## config.mk

```make
export PLATFORM = sky130hd
export DESIGN_NAME = psram_pwr_seq
export DESIGN_NICKNAME = d
export VERILOG_FILES = /design/src/rtl/psram_pwr_pkg.sv /design/src/rtl/psram_interval_timer.sv /design/src/rtl/psram_req_hold.sv /design/src/rtl/psram_dummy_reads.sv /design/src/rtl/psram_pwr_seq.sv
export SDC_FILE = /design/constraint.sdc
export NUM_CORES = 1
export LEC_CHECK = 0
export CORE_UTILIZATION = 24
export CTS_BUF_LIST = sky130_fd_sc_hd__clkbuf_4 sky130_fd_sc_hd__clkbuf_8
export DETAILED_ROUTE_END_ITERATION = 8
export HOLD_SLACK_MARGIN = 0.05
export PLACE_DENSITY = 0.38
export SYNTH_ARGS = -nofsm -noshare
export SYNTH_HDL_FRONTEND = slang
export SYNTH_SLANG_ARGS = --single-unit
```

## constraint.sdc

```tcl
create_clock -name clk -period 2.78 [get_ports clk]
set_input_delay 0.556 -clock clk [delete_from_list [all_inputs] [get_ports clk]]
set_output_delay 0.556 -clock clk [all_outputs]
set_load 0.01 [all_outputs]
```

## src/rtl/psram_pwr_pkg.sv

```systemverilog
package psram_pwr_pkg;

    typedef enum logic [2:0] {
        PS_OFF,
        PS_INIT_WAIT,
        PS_DUMMY,
        PS_QUIET,
        PS_READY,
        PS_ZZ_MIN,
        PS_DEEP,
        PS_WAKE_WAIT
    } pwr_state_e;

    typedef struct packed {
        logic cs_n;
        logic zz_n;
        logic ready;
        logic rd_req;
    } pin_drive_t;

    function automatic logic is_asleep(pwr_state_e s);
        return (s == PS_ZZ_MIN) || (s == PS_DEEP);
    endfunction

    function automatic int unsigned max3(int unsigned a, int unsigned b, int unsigned c);
        int unsigned m;
        m = (a > b) ? a : b;
        return (m > c) ? m : c;
    endfunction

    // Counter preload on entry to a state: the state then lasts load+1 cycles.
    function automatic int unsigned interval_for(pwr_state_e s, int unsigned t_init,
                                                 int unsigned t_quiet, int unsigned t_zz);
        case (s)
            PS_INIT_WAIT, PS_WAKE_WAIT: return t_init - 1;
            PS_QUIET:                   return t_quiet - 1;
            PS_ZZ_MIN:                  return t_zz - 1;
            default:                    return 0;
        endcase
    endfunction

    function automatic pin_drive_t drive_for(pwr_state_e s, logic host_sel);
        pin_drive_t d;
        d = '{cs_n: 1'b1, zz_n: 1'b1, ready: 1'b0, rd_req: 1'b0};
        case (s)
            PS_DUMMY: begin
                d.cs_n   = 1'b0;
                d.rd_req = 1'b1;
            end
            PS_READY: begin
                d.cs_n  = ~host_sel;
                d.ready = 1'b1;
            end
            PS_ZZ_MIN, PS_DEEP: d.zz_n = 1'b0;
            default: ;
        endcase
        return d;
    endfunction

endpackage

```

## src/rtl/psram_interval_timer.sv

```systemverilog
module psram_interval_timer #(
    parameter int unsigned W = 8
) (
    input  logic         clk,
    input  logic         rst,
    input  logic         load,
    input  logic [W-1:0] load_val,
    output logic         expired
);
    logic [W-1:0] cnt;

    always_ff @(posedge clk) begin
        if (rst)
            cnt <= '0;
        else if (load)
            cnt <= load_val;
        else if (cnt != '0)
            cnt <= cnt - W'(1);
    end

    assign expired = (cnt == '0);

    // an idle counter never wraps, a running one steps by one
    assert_timer_hold_R2: assert property (@(posedge clk) disable iff (rst)
        (!load && expired) |=> expired);
    assert_timer_step_R2: assert property (@(posedge clk) disable iff (rst)
        (!load && !expired) |=> ((cnt + W'(1)) == $past(cnt)));
endmodule

```

## src/rtl/psram_req_hold.sv

```systemverilog
module psram_req_hold (
    input  logic clk,
    input  logic rst,
    input  logic sleep_req,
    input  logic wake_req,
    input  logic in_sleep,
    input  logic clr_sleep,
    input  logic clr_wake,
    output logic sleep_eff,
    output logic wake_eff
);
    logic sleep_pend;
    logic wake_pend;

    always_ff @(posedge clk) begin
        if (rst) begin
            sleep_pend <= 1'b0;
            wake_pend  <= 1'b0;
        end else begin
            if (clr_sleep)
                sleep_pend <= 1'b0;
            else if (sleep_req && !in_sleep)
                sleep_pend <= 1'b1;
            if (clr_wake)
                wake_pend <= 1'b0;
            else if (wake_req && in_sleep)
                wake_pend <= 1'b1;
        end
    end

    assign sleep_eff = sleep_pend | sleep_req;
    assign wake_eff  = wake_pend | wake_req;

    // an accepted sleep request is remembered until consumed
    assert_sleep_held_R9: assert property (@(posedge clk) disable iff (rst)
        (sleep_req && !in_sleep && !clr_sleep) |=> sleep_pend);
    // a wake request while awake leaves nothing behind
    assert_wake_dropped_R10: assert property (@(posedge clk) disable iff (rst)
        (!in_sleep && !wake_pend) |=> !wake_pend);
endmodule

```

## src/rtl/psram_dummy_reads.sv

```systemverilog
module psram_dummy_reads #(
    parameter int unsigned N_READS = 2
) (
    input  logic clk,
    input  logic rst,
    input  logic active,
    input  logic rd_done,
    output logic last
);
    localparam int unsigned CW = $clog2(N_READS + 1);

    logic [CW-1:0] cnt;

    assign last = active && rd_done && (cnt == CW'(N_READS - 1));

    always_ff @(posedge clk) begin
        if (rst || !active || last)
            cnt <= '0;
        else if (rd_done)
            cnt <= cnt + CW'(1);
    end

    // completions counted never reach the target without ending the phase
    assert_dummy_bound_R3: assert property (@(posedge clk) disable iff (rst)
        cnt < CW'(N_READS));
endmodule

```

## src/rtl/psram_pwr_seq.sv

```systemverilog
module psram_pwr_seq
    import psram_pwr_pkg::*;
#(
    parameter int unsigned T_INIT  = 40000,
    parameter int unsigned T_QUIET = 60000,
    parameter int unsigned T_ZZMIN = 200,
    parameter int unsigned N_READS = 2
) (
    input  logic clk,
    input  logic rst,
    input  logic pwr_good,
    input  logic skip_dummy,
    input  logic sleep_req,
    input  logic wake_req,
    input  logic host_sel,
    input  logic rd_done,
    input  logic lost_ack,
    output logic cs_n,
    output logic zz_n,
    output logic ready,
    output logic rd_req,
    output logic data_lost
);
    localparam int unsigned TMAX = max3(T_INIT, T_QUIET, T_ZZMIN);
    localparam int unsigned TW   = $clog2(TMAX + 1);

    pwr_state_e   state_q, state_d;
    logic         tmr_load, tmr_expired;
    logic [TW-1:0] tmr_val;
    logic         sleep_eff, wake_eff, clr_sleep, clr_wake;
    logic         dummy_last, lost_set;
    pin_drive_t   pins;

    psram_interval_timer #(.W(TW)) u_timer (
        .clk     (clk),
        .rst     (rst),
        .load    (tmr_load),
        .load_val(tmr_val),
        .expired (tmr_expired)
    );

    psram_req_hold u_hold (
        .clk      (clk),
        .rst      (rst),
        .sleep_req(sleep_req),
        .wake_req (wake_req),
        .in_sleep (is_asleep(state_q)),
        .clr_sleep(clr_sleep),
        .clr_wake (clr_wake),
        .sleep_eff(sleep_eff),
        .wake_eff (wake_eff)
    );

    psram_dummy_reads #(.N_READS(N_READS)) u_dummy (
        .clk    (clk),
        .rst    (rst),
        .active (state_q == PS_DUMMY),
        .rd_done(rd_done),
        .last   (dummy_last)
    );

    always_comb begin
        state_d = state_q;
        if (!pwr_good) begin
            state_d = PS_OFF;
        end else begin
            case (state_q)
                PS_OFF: state_d = PS_INIT_WAIT;
                PS_INIT_WAIT, PS_WAKE_WAIT:
                    if (tmr_expired) state_d = skip_dummy ? PS_QUIET : PS_DUMMY;
                PS_DUMMY:  if (dummy_last) state_d = PS_READY;
                PS_QUIET:  if (tmr_expired) state_d = PS_READY;
                PS_READY:  if (sleep_eff) state_d = PS_ZZ_MIN;
                PS_ZZ_MIN: if (tmr_expired) state_d = wake_eff ? PS_WAKE_WAIT : PS_DEEP;
                PS_DEEP:   if (wake_eff) state_d = PS_WAKE_WAIT;
                default:   state_d = PS_OFF;
            endcase
        end
    end

    assign tmr_load  = (state_d != state_q);
    assign tmr_val   = TW'(interval_for(state_d, T_INIT, T_QUIET, T_ZZMIN));
    assign lost_set  = is_asleep(state_q) && (state_d == PS_WAKE_WAIT);
    assign clr_sleep = (state_d == PS_ZZ_MIN) || (state_d == PS_OFF);
    assign clr_wake  = lost_set || (state_d == PS_OFF);

    always_ff @(posedge clk) begin
        if (rst) begin
            state_q   <= PS_OFF;
            data_lost <= 1'b0;
        end else begin
            state_q <= state_d;
            if (lost_set)
                data_lost <= 1'b1;
            else if (lost_ack)
                data_lost <= 1'b0;
        end
    end

    assign pins   = drive_for(state_q, host_sel);
    assign cs_n   = pins.cs_n;
    assign zz_n   = pins.zz_n;
    assign ready  = pins.ready;
    assign rd_req = pins.rd_req;

    // Run-length of the sleep pin, kept for the dwell check below
    logic [TW-1:0] zz_run;
    always_ff @(posedge clk) begin
        if (rst || zz_n)
            zz_run <= '0;
        else if (zz_run != '1)
            zz_run <= zz_run + TW'(1);
    end

    assert_zz_min_R6: assert property (@(posedge clk) disable iff (rst)
        ($rose(zz_n) && state_q == PS_WAKE_WAIT) |-> (zz_run >= TW'(T_ZZMIN)));
    assert_sleep_cs_high_R6: assert property (@(posedge clk) disable iff (rst)
        !zz_n |-> cs_n);
    assert_ready_pins_R5: assert property (@(posedge clk) disable iff (rst)
        ready |-> (zz_n && !rd_req));
    assert_rdreq_cs_R3: assert property (@(posedge clk) disable iff (rst)
        rd_req |-> !cs_n);
    assert_lost_on_exit_R8: assert property (@(posedge clk) disable iff (rst)
        $rose(data_lost) |-> (zz_n && $past(!zz_n)));
    assert_lost_sticky_R8: assert property (@(posedge clk) disable iff (rst)
        (data_lost && !lost_ack) |=> data_lost);
    assert_power_loss_R11: assert property (@(posedge clk) disable iff (rst)
        !pwr_good |=> (!ready && cs_n && zz_n && !rd_req));
endmodule

```

==> out/metrics.cfg <==
[setup_path]
crit_path_end_kind=register
worstPathArrival_ns=2.63
worstPathRequired_ns=2.97
path_buf_inv=1
max_stage_delay_ns=0.49
critPathKind=in -> reg
path_max_fanout=9
critPathSlowestCell=nor2_1
path_delay_family=simple AND/OR/NAND/NOR gates
cp-start-kind=input pin
crit_chain=clkdlybuf4s50_1, nor4b_1, a2111oi_1, a31o_2, nor2_1, nand2b_1, o21ai_0

[yosys]
synth-async-reset-ratio=0
syn_inst=181
synth_area_per_cell_um2=8.04
synth.distinct_cells=46
netlist_area_um2=1460
yosys_most_used_dff=dfxtp_1
synth_nets=193
synth-seq-area-share=0.330
yosysTopAreaCellShare=0.330
synth_edf_count=0
synth_area_leaders=dfxtp_1, a21oi_1, nand2_1
synth.ff_latch_count=24
yosysWarningCount=0
yosys.area.top_type=dfxtp_1

[cells_and_area]
final_common_cell=dfxtp_1
syn_to_final_growth_pct=19.7
fin_nets=210
drive_above_1_share=0.0863
mostFrequentLayoutCells=dfxtp_1, nand2_1, nor2_1, a21oi_1, clkdlybuf4s50_1
utilization=0.307
nFillCells=603
antenna_cells=0

[global_routing]
antenna_found_initial=0
grt_pass1_vias=1423
grt_pass1_wl_mm=6.81
grt_max_degree=17
grt_usage=0.137
overflow=0

[route]
dr.pass1.iters=4
drtIter0Drc=97
ant_nets=0
drc=0
routed_wirelength_mm=3.75
vias_per_cell=4.95
dr_total_vias=1332
wl_per_cell_um=13.9

[clock_tree]
cts_buffers=3
cts_resized=0
clkLatencyLatePin_ns=0.26
cts_setup_buffers=0
cts_hold_buf=0
cts_tree=yes
cts_sinks=24
clock_path_buffers=2
htreeDepth=1
clk_pin_slew_ns=0.09
root_buffer=clkbuf_8

[run]
max-cap-violations=0

[min_path]
hold_path_class=reg -> reg

[status]
run_status=finished clean

[floorplan]
die_y_um=79.9
core_area_um2=5680
placementRows=27
die_area_um2=6380
start_util=0.256
fp.dieW_um=79.9
io_pins=14

[timing]
min_period_over_period=0.877
relSlewSlack=0.589
hold_viol_final=0
worst_pin_slew_ns=0.614
finalMaxSlewViolations=0
fin_skew_ns=0.00291
finalSetupTns_ns=0
rsz0062_at_grt=false
hold_ws_ns=0.530
setup_violations=0
timing.fmax_ghz=0.410
fin_crit_ns=2.44

[placement]
place_congestion=0.806
io_buffers=13
dp_hpwl_mm=2.90

[power]
p_leak_nw=0.661
p_per_area_nw_per_um2=497
peakVddDrop_mv=0.274

-- final timing paths --
check	cells after the start	startpoint	endpoint	slack (ns)
hold reg to reg	2	u_hold.sleep_pend$_SDFFE_PP0P_	u_hold.sleep_pend$_SDFFE_PP0P_	0.53
setup / recovery	7	sleep_req	u_timer.cnt[11]$_SDFFE_PP0P_	0.34
setup reg to reg	8	u_timer.cnt[0]$_SDFFE_PP0P_	u_timer.cnt[14]$_SDFFE_PP0P_	0.35
hold / removal	2	u_hold.sleep_pend$_SDFFE_PP0P_	u_hold.sleep_pend$_SDFFE_PP0P_	0.53
-- Yosys cell counts, types with 3 or more instances --
cell / n
xnor2_1: 6
nor4_1: 3
nand3_1: 4
nor3_1: 9
dfxtp_1: 24
ha_1: 3
xor2_1: 8
a21oi_1: 17
o21ai_0: 8
inv_1: 6
nand2b_1: 6
nor2b_1: 5
mux2i_1: 3
nor2_1: 19
nand2_1: 20
buf_2: 3
-- worst register-to-register path, cell delays in order (launching register included) --
cell	delay (ns)
dfxtp_1	0.35
inv_1	0.10
ha_1	0.17
nor4b_1	0.24
and4_1	0.32
mux2_1	0.38
a21oi_2	0.23
or3b_4	0.44
a21oi_1	0.14
-- where the power goes --
part	switching [mW]	internal (mW)	leakage (nW)
logic	0.119	0.101	0.436
clock network	0.114	0.126	0.0288
registers	0.0344	0.371	0.197
total	0.268	0.599	0.661
-- flip-flops by register name, indices dropped and copies added (netlist names) --
signal             flops
u_timer.cnt           16
state_q                3
u_dummy.cnt            2
data_lost              1
u_hold.sleep_pend      1
u_hold.wake_pend       1
-- logic make-up (layout without fill, tap and decap cells) --
group,after synthesis,after routing,synth area share
adder cells (fa/ha/maj),3,3,0.0258
flip-flops,24,24,0.330
buffers and inverters,13,29,0.0387
AO/OA/AOI/OAI,43,43,0.192
multiplexers,4,4,0.0284
AND/OR/NAND/NOR,80,80,0.301
XOR/XNOR,14,14,0.0843
-- area by class of cell --
class	instances	area, um^2	area share
inverters	6	22.5	0.0129
clock buffers	4	55.1	0.0316
repair buffers	19	175	0.101
flip-flops and latches	24	480	0.276
well taps	72	90.1	0.0517
multi-input cells	144	918	0.527
-- stage by stage --
stage               power (mW)  std cells  setup slack (ns)  instance area [um^2]
floorplan                0.574        181             0.696                  1460
global placement         0.635        265            0.0786                  1690
detailed placement       0.634        265          -0.00613                  1690
CTS                      0.880        269             0.270                  1740
global route             0.930        269             0.118                  1740
finish                   0.866        269             0.341                  1740
-- metal layers --
layer | vias up | global-route usage | share of wire | routed length (um)
met5 | - | 0 | 0 | 0
li1 | 679 | - | - | -
met3 | 2 | 0.0274 | 0.022 | 82
met1 | 630 | 0.180 | 0.50 | 1870
met2 | 21 | 0.231 | 0.47 | 1770
met4 | 0 | 0.0286 | 0.0067 | 25
Note: power is estimated with default switching activity, not from simulation.
